File: src/rtl/psc_pkg.sv
package psc_pkg;

  typedef enum logic [1:0] {
    RG_IDLE = 2'd0,
    RG_SLEW = 2'd1,
    RG_TRIM = 2'd2
  } psc_regime_e;

endpackage

File: src/rtl/psc_mag_cmp.sv
module psc_mag_cmp #(
  parameter int W = 32
) (
  input  logic signed [W-1:0] val_i,
  input  logic        [W-1:0] thr_i,
  output logic                ge_o,
  output logic                nz_o
);

  logic [W-1:0] mag;

  // magnitude as unsigned: the most negative value maps to 2^(W-1) exactly
  always_comb begin
    mag  = val_i[W-1] ? (~val_i + 1'b1) : val_i;
    ge_o = (mag >= thr_i);
    nz_o = (val_i != '0);
  end

endmodule

File: src/rtl/psc_watchdog.sv
module psc_watchdog #(
  parameter int WD_W = 16
) (
  input  logic            clk,
  input  logic            rst,
  input  logic            clr_i,
  input  logic            pps_i,
  input  logic [WD_W-1:0] holdtc_i,
  output logic [WD_W-1:0] wd_o,
  output logic            expired_o
);

  logic [WD_W-1:0] wd_r;

  always_ff @(posedge clk) begin
    if (rst) begin
      wd_r <= '0;
    end else if (clr_i) begin
      wd_r <= '0;
    end else if (pps_i && (wd_r < holdtc_i)) begin
      wd_r <= wd_r + 1'b1;
    end
  end

  assign wd_o      = wd_r;
  assign expired_o = (wd_r >= holdtc_i);

  AST_WD_CLEAR: assert property (@(posedge clk) disable iff (rst)
    clr_i |=> (wd_o == '0));

  AST_WD_SATURATE: assert property (@(posedge clk) disable iff (rst)
    (!clr_i && expired_o && $stable(holdtc_i)) |=> $stable(wd_o));

  AST_WD_ADVANCE: assert property (@(posedge clk) disable iff (rst)
    (!clr_i && pps_i && (wd_o < holdtc_i)) |=> (wd_o == $past(wd_o) + 1'b1));

endmodule

File: src/rtl/psc_xreg.sv
module psc_xreg
  import psc_pkg::*;
#(
  parameter int X_W     = 32,
  parameter int THETA_W = 32,
  parameter int ADJ_W   = 16,
  parameter int SH_W    = $clog2(X_W)
) (
  input  logic                      clk,
  input  logic                      rst,
  input  logic                      tick_i,
  input  psc_regime_e               regime_i,
  input  logic signed [THETA_W-1:0] theta_i,
  input  logic                      load_i,
  input  logic        [X_W-1:0]     load_x_i,
  input  logic                      expired_i,
  input  logic        [X_W-1:0]     cfg_tick_i,
  input  logic        [ADJ_W-1:0]   cfg_adjust_i,
  input  logic        [SH_W-1:0]    cfg_phi_shift_i,
  output logic                      x_wr_o,
  output logic signed [X_W-1:0]     x_o,
  output logic        [X_W-1:0]     pre_add_o,
  output logic                      pre_add_vld_o
);

  logic signed [X_W-1:0] x_r;
  logic signed [X_W-1:0] x_nxt;
  logic signed [X_W-1:0] theta_ext;
  logic signed [X_W-1:0] adj_ext;
  logic        [X_W-1:0] pre_add_r;
  logic                  pre_vld_r;
  logic                  wr;

  always_comb begin
    theta_ext = X_W'(theta_i);
    adj_ext   = X_W'(cfg_adjust_i);
    x_nxt     = x_r;
    wr        = 1'b0;
    if (load_i) begin
      x_nxt = load_x_i;
      wr    = 1'b1;
    end else if (tick_i && (regime_i == RG_SLEW)) begin
      x_nxt = theta_i[THETA_W-1] ? (x_r - adj_ext) : (x_r + adj_ext);
      wr    = 1'b1;
    end else if (tick_i && (regime_i == RG_TRIM)) begin
      x_nxt = theta_ext >>> cfg_phi_shift_i;
      wr    = 1'b1;
    end else if (expired_i) begin
      x_nxt = '0;
    end
  end

  always_ff @(posedge clk) begin
    if (rst) begin
      x_r       <= '0;
      pre_add_r <= '0;
      pre_vld_r <= 1'b0;
    end else begin
      x_r       <= x_nxt;
      pre_vld_r <= tick_i;
      if (tick_i) begin
        pre_add_r <= cfg_tick_i + x_nxt;
      end
    end
  end

  assign x_wr_o        = wr;
  assign x_o           = x_r;
  assign pre_add_o     = pre_add_r;
  assign pre_add_vld_o = pre_vld_r;

  AST_LOAD_WINS: assert property (@(posedge clk) disable iff (rst)
    load_i |=> (x_o == $past(load_x_i)));

  AST_IDLE_TICK_HOLDS: assert property (@(posedge clk) disable iff (rst)
    (!load_i && tick_i && (regime_i == RG_IDLE) && !expired_i) |=> $stable(x_o));

  AST_SLEW_UP: assert property (@(posedge clk) disable iff (rst)
    (!load_i && tick_i && (regime_i == RG_SLEW) && !theta_i[THETA_W-1])
      |=> (x_o == $past(x_o) + $past(adj_ext)));

  AST_TICK_VALID: assert property (@(posedge clk) disable iff (rst)
    tick_i |=> (pre_add_vld_o && (pre_add_o == $past(cfg_tick_i) + x_o)));

  AST_HOLDOFF_ZERO: assert property (@(posedge clk) disable iff (rst)
    (!load_i && !tick_i && expired_i) |=> (x_o == '0));

endmodule

File: src/rtl/phase_slew_ctrl.sv
module phase_slew_ctrl
  import psc_pkg::*;
#(
  parameter int X_W     = 32,
  parameter int THETA_W = 32,
  parameter int ADJ_W   = 16,
  parameter int WD_W    = 16,
  parameter int SH_W    = $clog2(X_W)
) (
  input  logic                      clk,
  input  logic                      rst,
  input  logic                      tick_i,
  input  logic                      pps_i,
  input  logic                      ofs_vld_i,
  input  logic signed [THETA_W-1:0] ofs_theta_i,
  input  logic                      load_i,
  input  logic        [X_W-1:0]     load_x_i,
  input  logic        [X_W-1:0]     cfg_tick_i,
  input  logic        [THETA_W-1:0] cfg_max_i,
  input  logic        [THETA_W-1:0] cfg_maxstep_i,
  input  logic        [ADJ_W-1:0]   cfg_adjust_i,
  input  logic        [SH_W-1:0]    cfg_phi_shift_i,
  input  logic        [WD_W-1:0]    cfg_holdtc_i,
  output logic signed [X_W-1:0]     x_o,
  output logic        [X_W-1:0]     pre_add_o,
  output logic                      pre_add_vld_o,
  output logic                      step_req_o,
  output logic signed [THETA_W-1:0] step_amt_o,
  output logic                      hist_clr_o,
  output logic        [WD_W-1:0]    wd_o
);

  logic signed [THETA_W-1:0] theta_r;
  logic                      first_r;
  logic                      step_r;
  logic signed [THETA_W-1:0] step_amt_r;
  logic                      hist_clr_r;

  logic        pend_ge, pend_nz;
  logic        new_ge, new_nz;
  logic        step_fire;
  logic        x_wr;
  logic        expired;
  psc_regime_e regime;

  psc_mag_cmp #(.W(THETA_W)) u_pend_cmp (
    .val_i (theta_r),
    .thr_i (cfg_max_i),
    .ge_o  (pend_ge),
    .nz_o  (pend_nz)
  );

  psc_mag_cmp #(.W(THETA_W)) u_step_cmp (
    .val_i (ofs_theta_i),
    .thr_i (cfg_maxstep_i),
    .ge_o  (new_ge),
    .nz_o  (new_nz)
  );

  always_comb begin
    if (!pend_nz)     regime = RG_IDLE;
    else if (pend_ge) regime = RG_SLEW;
    else              regime = RG_TRIM;
  end

  assign step_fire = ofs_vld_i && !first_r && new_ge && new_nz;

  // pending offset: a new strobe wins over a trim that consumes the old one
  always_ff @(posedge clk) begin
    if (rst) begin
      theta_r <= '0;
      first_r <= 1'b1;
    end else begin
      if (ofs_vld_i) begin
        theta_r <= step_fire ? '0 : ofs_theta_i;
        first_r <= 1'b0;
      end else if (tick_i && !load_i && (regime == RG_TRIM)) begin
        theta_r <= '0;
      end
    end
  end

  always_ff @(posedge clk) begin
    if (rst) begin
      step_r     <= 1'b0;
      step_amt_r <= '0;
      hist_clr_r <= 1'b0;
    end else begin
      step_r     <= step_fire;
      hist_clr_r <= step_fire;
      if (step_fire) begin
        step_amt_r <= ofs_theta_i;
      end
    end
  end

  psc_watchdog #(.WD_W(WD_W)) u_wd (
    .clk       (clk),
    .rst       (rst),
    .clr_i     (x_wr | step_fire),
    .pps_i     (pps_i),
    .holdtc_i  (cfg_holdtc_i),
    .wd_o      (wd_o),
    .expired_o (expired)
  );

  psc_xreg #(
    .X_W     (X_W),
    .THETA_W (THETA_W),
    .ADJ_W   (ADJ_W),
    .SH_W    (SH_W)
  ) u_x (
    .clk             (clk),
    .rst             (rst),
    .tick_i          (tick_i),
    .regime_i        (regime),
    .theta_i         (theta_r),
    .load_i          (load_i),
    .load_x_i        (load_x_i),
    .expired_i       (expired),
    .cfg_tick_i      (cfg_tick_i),
    .cfg_adjust_i    (cfg_adjust_i),
    .cfg_phi_shift_i (cfg_phi_shift_i),
    .x_wr_o          (x_wr),
    .x_o             (x_o),
    .pre_add_o       (pre_add_o),
    .pre_add_vld_o   (pre_add_vld_o)
  );

  assign step_req_o = step_r;
  assign step_amt_o = step_amt_r;
  assign hist_clr_o = hist_clr_r;

  AST_NO_FIRST_STEP: assert property (@(posedge clk) disable iff (rst)
    (ofs_vld_i && first_r) |=> (!step_req_o && !hist_clr_o));

  AST_STEP_CLEARS_WD: assert property (@(posedge clk) disable iff (rst)
    step_req_o |-> (wd_o == '0));

  AST_STEP_DROPS_THETA: assert property (@(posedge clk) disable iff (rst)
    step_req_o |-> (theta_r == '0));

endmodule

File: config.mk
export PLATFORM = sky130hd
export DESIGN_NAME = phase_slew_ctrl
export DESIGN_NICKNAME = d
export VERILOG_FILES = /design/src/rtl/psc_pkg.sv /design/src/rtl/psc_mag_cmp.sv /design/src/rtl/psc_watchdog.sv /design/src/rtl/psc_xreg.sv /design/src/rtl/phase_slew_ctrl.sv
export SDC_FILE = /design/constraint.sdc
export NUM_CORES = 1
export LEC_CHECK = 0
export BUFFER_PORTS_ARGS = -buffer_cell sky130_fd_sc_hd__buf_4
export CAP_MARGIN = 10
export CORE_MARGIN = 5
export CORE_UTILIZATION = 31
export DETAILED_ROUTE_END_ITERATION = 6
export SYNTH_ARGS = -nofsm -noshare
export SYNTH_HDL_FRONTEND = slang
export SYNTH_SLANG_ARGS = --single-unit
File: constraint.sdc
create_clock -name clk -period 7.9 [get_ports clk]
set_input_delay 0.395 -clock clk [delete_from_list [all_inputs] [get_ports clk]]
set_output_delay 0.395 -clock clk [all_outputs]
set_load 0.01 [all_outputs]
Word-level counts from Yosys, hierarchy flattened
Index checks and enable logic that the tools add are counted.

storage, ports and cells
  input port bits = 203
  logic and storage cells = 53
  register bits = 147
  output and inout bits = 115

cells by class
  shifts and indexed selects = 1
  reductions and logical operators = 14
  equal/unequal tests = 2
  $lt $le $gt $ge = 4
  bitwise operators = 3
  muxes and demuxes = 15
  $add $sub $neg = 6

operator list
  operator                                                               number
  32-bit 2-to-1 mux                                                      10
  32-bit by 1-bit adder with 32-bit output, second input constant        2
  32-bit >= comparator                                                   2
  32-bit inverter                                                        2
  32-bit nonzero test                                                    2
  32-bit by 17-bit adder with 32-bit output                              1
  32-bit adder                                                           1
  32-bit by 5-bit >>> shifter with 32-bit output                         1
  32-bit by 17-bit subtractor with 32-bit output                         1
  16-bit by 1-bit adder with 16-bit output, second input constant        1
  16-bit >= comparator                                                   1
  16-bit less-than comparator                                            1
  1-bit logical AND                                                      8
  2-bit 2-to-1 mux                                                       2
  1-bit 2-to-1 mux                                                       3
  2-bit by 1-bit equality test with 1-bit output, second input constant  1
  2-bit equality test, second input constant                             1
  1-bit logical NOT                                                      2
  2-bit nonzero test                                                     1
  2-bit OR reduction                                                     1
  1-bit OR                                                               1

Logic depth before layout (Yosys ltp)
Gate-level depths: netlist of run 1.

  depth in word-level cells = 13
  gate-level depth with buffers = 33
  gate-level depth less buffers = 30

Cells and area by module
Synthesis of run 1 repeated with hierarchy kept, for this count alone.

second synthesis, totals
  cell total of the unflattened synthesis = 1824
  area, all modules = 14751.6 um^2

modules (own cells, without submodules)
  module           seq. area each (um^2)  instances  area each (um^2)  cells an instance
  psc_xreg         1301.2                 1          8329.2            1050
  psc_mag_cmp      0.0                    2          1466.4            197
  phase_slew_ctrl  1321.3                 1          2254.7            224
  psc_watchdog     320.3                  1          1234.9            156

Least setup slack after synthesis of run 1
Ideal clock, no wire load.

  kind = register to register
  from = register theta_r[6]
  to = register u_x.pre_add_r[31], in the netlist u_x.pre_add_o[31]
  data arrival time = 7.276 ns
  stages on the path, launching flop included = 32
  period minus slack after synthesis = 7.416 ns
  path slack = 0.484 ns
  data required time = 7.760 ns
  cell sequence = dfxtp_1 > clkbuf_1 > nor4_1 > nor3b_1 > nand2b_1 > or4_1 > or2_2 > clkbuf_1 > o41ai_1 > xnor2_1 > ha_1 > a2111oi_0 > o21ai_0 > o221a_2 > a2111oi_0 > o21ai_0 > a21oi_1 > clkbuf_1 > o21ai_0 > a22oi_1 > o31ai_1 > ha_1 > clkbuf_1 > a2111oi_0 > nand2_1 > o22ai_1 > o211ai_1 > o21ai_0 > o21ai_0 > a31o_2 > a311oi_1 > o221ai_1

between the ends
  word-level cells in the longest chain between the ends = 12
  elaborated cells on any way between the ends = 16

RTL lines
  element                                   line                   text
  start: declaration                        phase_slew_ctrl.sv:33  logic signed [THETA_W-1:0] theta_r;
  start signal: assignment                  phase_slew_ctrl.sv:75  theta_r <= step_fire ? '0 : ofs_theta_i;
  32-bit inverter                           psc_mag_cmp.sv:14      mag = val_i[W-1] ? (~val_i + 1'b1) : val_i;
  32-bit by 1-bit adder with 32-bit output  psc_mag_cmp.sv:14
  32-bit 2-to-1 mux                         psc_mag_cmp.sv:14
  32-bit >= comparator                      psc_mag_cmp.sv:15      ge_o = (mag >= thr_i);
  2-bit 2-to-1 mux                          phase_slew_ctrl.sv:62  else if (pend_ge) regime = RG_SLEW;
  2-bit 2-to-1 mux                          phase_slew_ctrl.sv:61  if (!pend_nz) regime = RG_IDLE;
  2-bit equality test                       psc_xreg.sv:45         end else if (tick_i && (regime_i == RG_TRIM)) begin
  1-bit logical AND                         psc_xreg.sv:45
  32-bit 2-to-1 mux                         psc_xreg.sv:45
  32-bit 2-to-1 mux (*)                     psc_xreg.sv:42         end else if (tick_i && (regime_i == RG_SLEW)) begin
  32-bit 2-to-1 mux (*)                     psc_xreg.sv:39         if (load_i) begin
  via u_x.x_nxt[18]                         psc_xreg.sv:27         logic signed [X_W-1:0] x_nxt;
  32-bit adder (*)                          psc_xreg.sv:62         pre_add_r <= cfg_tick_i + x_nxt;
  end signal: assignment                    psc_xreg.sv:62
  end: declaration                          psc_xreg.sv:30         logic [X_W-1:0] pre_add_r;

Mark *: on every way through the listed nets, which the timed path passes. The rest lies on a longest branch.
A chain may end at the register's enable or synchronous reset.

Worst setup path after layout of run 1
  from = register theta_r[2]
  to = register u_x.pre_add_r[19], in the netlist u_x.pre_add_o[19]

The elaborated chain is that of the path after synthesis.

==> impl_metrics.json, run 1 <==
{
  "dpl_cell_area_sq_um": 17920,
  "power_density_nw_per_um2": 153.8,
  "fin_ws_ps": 492.0,
  "syn_area_per_cell_sq_um": 7.936,
  "synth_area_sq_um": 14470,
  "p_leak_nw": 8.796,
  "portBuffers": 317,
  "finalPower_mw": 2.859,
  "cp.required_ps": 8270,
  "avgRoutedWirePerCell_um": 20.35,
  "cp_common_cell": "o21ai_0",
  "hold_path.class": "in2reg",
  "final-seq-area_sq_um": 2944,
  "worst-path-max-fanout": 11,
  "coreArea_sq_um": 46360,
  "grt_max_degree": 59,
  "setup-violations-final": 0,
  "fin_area_sq_um": 18590,
  "drcViolationCount": 0,
  "yosysWarnings": 0,
  "synth_edf_count": 0,
  "yosysSeqAreaShare": 0.2034,
  "worstSetupPathType": "reg2reg",
  "numClockSinks": 147,
  "cts_tree": "built",
  "overflow": 0,
  "drt_iter0_drc": 1003,
  "fin_skew_ps": 13.32,
  "synthCells": 1823,
  "intPower_mw": 1.829,
  "grt_pass1_vias": 14974,
  "gp_congestion": 0.9460,
  "via_count": 15115,
  "num_rows": 79,
  "slowest_delay_ps": 420,
  "grt_usage": 0.2118,
  "cts_buffers": 17,
  "vias_per_cell": 5.469,
  "cp-end-kind": "flip-flop",
  "cp_slowest_cell": "or4_1",
  "first_pass_iters": 5,
  "power_frac_seq": 0.297,
  "die_w_um": 226.0,
  "final_common_cell": "buf_4",
  "max_freq_mhz": 135.0,
  "clk_pin_slew_worst_paths_ps": 70,
  "grt_setup_unrepaired": "false",
  "layout.nets": 2495,
  "grt_pass1_wl_um": 85440,
  "yosys_most_used_dff": "dfxtp_1",
  "start_kind": "flip-flop",
  "wirelength_um": 56240,
  "postRouteAntennaNets": 0,
  "final_cell_mix": "buf_4, nand2_1, ha_1, dfxtp_1, a21oi_1",
  "pre_cts_slack_ps": 81.64,
  "timing.final.crit_share": 0.9377,
  "start_util": 0.3121,
  "min_period_ps": 7408,
  "p_sw_frac": 0.3605,
  "area_growth_pct": 28.51,
  "n_fill_cell": 4697,
  "dieArea_sq_um": 51090,
  "status": "finished, final reports clean",
  "r2r_slack_ps": 490,
  "max-cap-violations": 0,
  "slew_viol_final": 0,
  "h-tree-depth": 4,
  "arrival_ps": 7780,
  "die_h_um": 226.0,
  "ys_ff_latch": 147,
  "synth_nets": 2175,
  "hold_viol": 0,
  "peakVddDrop_uv": 133.7,
  "multi_input_area_sq_um": 10730,
  "clk_latency_ps": 460,
  "p_switching_mw": 1.031,
  "clk_path_buf_depth": 2,
  "synthArstFlopShare": 0,
  "antenna_found_initial": 1,
  "dp_hpwl_um": 45310,
  "ys_types": 75,
  "power_frac_comb": 0.399,
  "ios": 318,
  "whs_ps": 193.6,
  "setup-tns-final_ps": 0,
  "worst_pin_slew_ps": 1030,
  "clkPwrFrac": 0.304,
  "relSlewSlack": 0.3131,
  "clock-root-buffer": "clkbuf_16",
  "drive_gt1_frac": 0.2588
}
## cell type report
type,count,share of cell area
diodes,1,0.0001346
clock buffers,18,0.02362
clock inverters,14,0.009421
inverters,112,0.02261
multi-input cells,1449,0.5771
flip-flops and latches,147,0.1583
well taps,607,0.04085
repair buffers,416,0.1680
## worst max-delay path, delay by kind of cell (launching register included)
| kind | cells | cell delay [ps] |
|---|---|---|
| AND/OR/NAND/NOR | 7 | 1650 |
| XOR/XNOR | 1 | 100 |
| buffers and inverters | 4 | 720 |
| AO/OA/AOI/OAI | 19 | 3930 |
| adder cells (fa/ha/maj) | 2 | 610 |
| flip-flops | 1 | 310 |
## cells in the mapped netlist (21+ instances only)
cell type  number  area, sq um
a21bo_2        31        310.3
a21o_1         70        525.5
a21oi_1       137        685.7
a22o_1         40        350.3
clkbuf_1       83        311.6
dfxtp_1       147         2943
ha_1          147         1839
inv_1         110        412.9
mux2i_1        56        560.5
mux4_2         26        585.6
nand2_1       167        626.9
nand2b_1       22        137.6
nand3_1        57        285.3
nor2_1        106        397.9
nor2b_1        38        237.7
nor3_1         30        150.1
o21ai_0       101        505.5
o31ai_1        21        157.7
xnor2_1       101        884.6
xor2_1         32        280.3
## routing by layer
layer,vias up,share of wire,track usage
li1,7255,-,-
met4,2,0.027,0.06579
met2,539,0.48,0.3542
met3,82,0.080,0.05109
met5,-,0.00023,0
met1,7237,0.41,0.2710
## power groups by stage
stage / logic (mW) / registers, mW / clock network [mW]
2_1_floorplan: 0.669 / 0.856 / 0
3_3_place_gp: 1.10 / 0.862 / 0
3_5_place_dp: 1.12 / 0.864 / 0
4_1_cts: 1.13 / 0.848 / 0.895
5_1_grt: 1.25 / 0.854 / 0.927
6_report: 1.14 / 0.849 / 0.870
## sequential cells by signal, indices dropped and copies added (netlist names)
signal and count:
first_r 1, u_x.x_o 32, step_amt_o 32, u_wd.wd_o 16, u_x.pre_add_vld_o 1, theta_r 32
u_x.pre_add_o 32, hist_clr_o 1
## path summary, 6_finish.rpt
kind | start | to | cells past startpoint
setup / recovery | theta_r[2] | u_x.pre_add_o[19] | 33
hold / removal | ofs_theta_i[30] | theta_r[30] | 2
setup reg to reg | theta_r[2] | u_x.pre_add_o[19] | 33
hold reg to reg | step_amt_o[31] | step_amt_o[31] | 2
## through the flow
step,instances,util
CTS,2763,0.3999
global route,2763,0.4010
detailed placement,2731,0.3866
finish,2764,0.4011
global placement,2731,0.3866
floorplan,1823,-
## repair_timing
action,CTS,global route
buffers inserted,0,0
resized for setup,1,14
pin swaps,0,2
endpoints found under the setup margin,1,19
hold buffers,0,0
## kinds of logic (layout without fill, tap and decap cells)
logic type               after synthesis  after routing  synth area share
AO/OA/AOI/OAI                        545            545            0.2552
AND/OR/NAND/NOR                      524            524            0.1781
buffers and inverters                227            560           0.06123
adder cells (fa/ha/maj)              149            149            0.1299
flip-flops                           147            147            0.2034
XOR/XNOR                             133            133           0.08052
multiplexers                          98             98           0.09167
other                                  0              1                 0
Power figures use the tool's default switching activity.
==> run 2, diff against run 1 <==
ABC_AREA = 1   (was not set)
==> run 2 against run 1 <==
  * Global-route usage is 1.6 points higher
  * Die area rose by 4.0%
  * Clock power up 0.6%
  * Synthesized cell count is 32% higher
  * Power shrank 1.5%
==> impl_metrics.json, run 2 <==
{
  "cp.required_ps": 8300,
  "first_pass_iters": 5,
  "status": "finished, final reports clean",
  "final_common_cell": "nand2_1",
  "coreArea_sq_um": 47950,
  "syn_area_per_cell_sq_um": 6.261,
  "reg2regPathDepth": 39,
  "wirelength_um": 62760,
  "hold_path.class": "in2reg",
  "post_cts_buffers": 0,
  "synth.area.top_cells": "dfxtp_1, nand2_1, ha_1",
  "avgRoutedWirePerCell_um": 19.14,
  "num_rows": 80,
  "grt_usage": 0.2273,
  "dp_hpwl_um": 51140,
  "cts_tree": "built",
  "whs_ps": 130.2,
  "cts_buffers": 17,
  "grt_pass1_vias": 16331,
  "ys_types": 57,
  "fin_skew_ps": 13.59,
  "ys_ff_latch": 147,
  "p_leak_nw": 9.276,
  "slowest_delay_ps": 640,
  "r2r_slack_ps": 920,
  "peakVddDrop_uv": 107.5,
  "setup-tns-final_ps": 0,
  "min_period_ps": 6979,
  "synth_nets": 2760,
  "start_kind": "flip-flop",
  "timing.final.crit_share": 0.8834,
  "area_growth_pct": 22.19,
  "cp-end-kind": "flip-flop",
  "postRouteAntennaNets": 0,
  "synth_edf_count": 0,
  "numClockSinks": 147,
  "clk_latency_ps": 470,
  "synth_area_sq_um": 15080,
  "cp_common_cell": "nand2_1",
  "power_density_nw_per_um2": 152.9,
  "endpoint": "u_x.pre_add_o[26]",
  "h-tree-depth": 4,
  "relSlewSlack": 0.1778,
  "grt_max_degree": 86,
  "yosysWarnings": 0,
  "worstSetupPathType": "reg2reg",
  "slew_viol_final": 0,
  "yosysSeqAreaShare": 0.1952,
  "synth_common_cells": "nand2_1, inv_1, nor2_1",
  "die_h_um": 230.5,
  "drt_iter0_drc": 1418,
  "overflow": 0,
  "portBuffers": 317,
  "die_w_um": 230.5,
  "grt_setup_unrepaired": "false",
  "drcViolationCount": 0,
  "yosys_most_used_dff": "dfxtp_1",
  "gp_congestion": 0.9421,
  "worst_pin_slew_ps": 1226,
  "synthArstFlopShare": 0,
  "grt_pass1_wl_um": 95030,
  "dieArea_sq_um": 53140,
  "max_freq_mhz": 143.3,
  "ios": 318,
  "vias_per_cell": 5.194,
  "layout.nets": 3002,
  "setup-violations-final": 0,
  "critPathLaunch": "theta_r[2]",
  "arrival_ps": 7380,
  "final_cell_mix": "nand2_1, buf_4, inv_1, nor2_1, a21oi_1",
  "worst-path-max-fanout": 44,
  "reg2reg_from": "theta_r[2]",
  "antenna_found_initial": 1,
  "hold_viol": 0,
  "via_count": 17032,
  "drive_gt1_frac": 0.1543,
  "clk_path_buf_depth": 2,
  "cp_slowest_cell": "inv_2",
  "synth_area_leader_cell": "dfxtp_1",
  "finalPower_mw": 2.816,
  "clock-root-buffer": "clkbuf_16",
  "synthCells": 2408,
  "yosysMostFrequentCell": "nand2_1",
  "start_util": 0.3144,
  "max-cap-violations": 0,
  "r2r-end": "u_x.pre_add_o[26]",
  "clk_pin_slew_worst_paths_ps": 70,
  "synth_top_area_share": 0.1952
}
[run 2: worst min path at each step]
| stage | startpoint | endpoint | slack [ps] | depth (start not counted) |
|---|---|---|---|---|
| floorplan | first_r | first_r | 440 | 2 |
| global placement | first_r | first_r | 450 | 2 |
| detailed placement | first_r | first_r | 460 | 2 |
| CTS | rst | hist_clr_o | 100 | 2 |
| global route | rst | hist_clr_o | 120 | 2 |
| finish | rst | hist_clr_o | 130 | 2 |
[run 2: metrics by stage]
step | worst slack (ps) | cells | cell area [sq um] | util
final | 921.0 | 3279 | 18420 | 0.3842
after global routing | 266.5 | 3279 | 18420 | 0.3842
after CTS | 815.3 | 3278 | 18420 | 0.3841
after detailed placement | 886.9 | 3246 | 17810 | 0.3716
after global placement | 1126 | 3246 | 17810 | 0.3716
after floorplan | 2738 | 2408 | 15080 | -
[run 2: routing by layer]
layer  share of wire  GRT usage
met1            0.46     0.3102
met2            0.44     0.3570
met3           0.071    0.05063
met4           0.030    0.07398
met5               0          0
[run 2: final cells by class]
cell class                 instances  area (sq um)
sequential                       147          2943
fill                            5176         29520
inverter                         295          1110
clock inverter                    15         176.4
tap                              615         769.5
multi-input combinational       1866         10570
clock buffer                      17         425.4
timing repair buffer             323          2425
antenna                            1         2.502
[run 2: logic make-up after synthesis]
family                   synth area share
AO/OA/AOI/OAI                      0.1967
XOR/XNOR                          0.06797
adder cells (fa/ha/maj)            0.1247
buffers and inverters              0.1042
flip-flops                         0.1952
multiplexers                      0.01527
AND/OR/NAND/NOR                    0.2960
[run 2: critical path: cells and delay by family, from the launching register on]
kind	cells	cell delay [ps]
xor gates and xnor gates	1	200
AOI/OAI and AO/OA	7	1330
and+or+nand+nor	21	2840
buffers and inverters	7	1240
DFF	1	370
adders and majority gates	3	930
[run 2: what timing repair did]
action                     in CTS  in global routing
setup endpoints to repair       0                  3
hold buffers                    0                  0
gates resized for setup         0                  1
[run 2: power breakdown]
part           switching, mW  leakage (nW)  internal [mW]
clock                  0.401         0.284          0.475
sequential            0.0561          1.21          0.791
combinational          0.681          7.78          0.412
total                   1.14          9.28           1.68
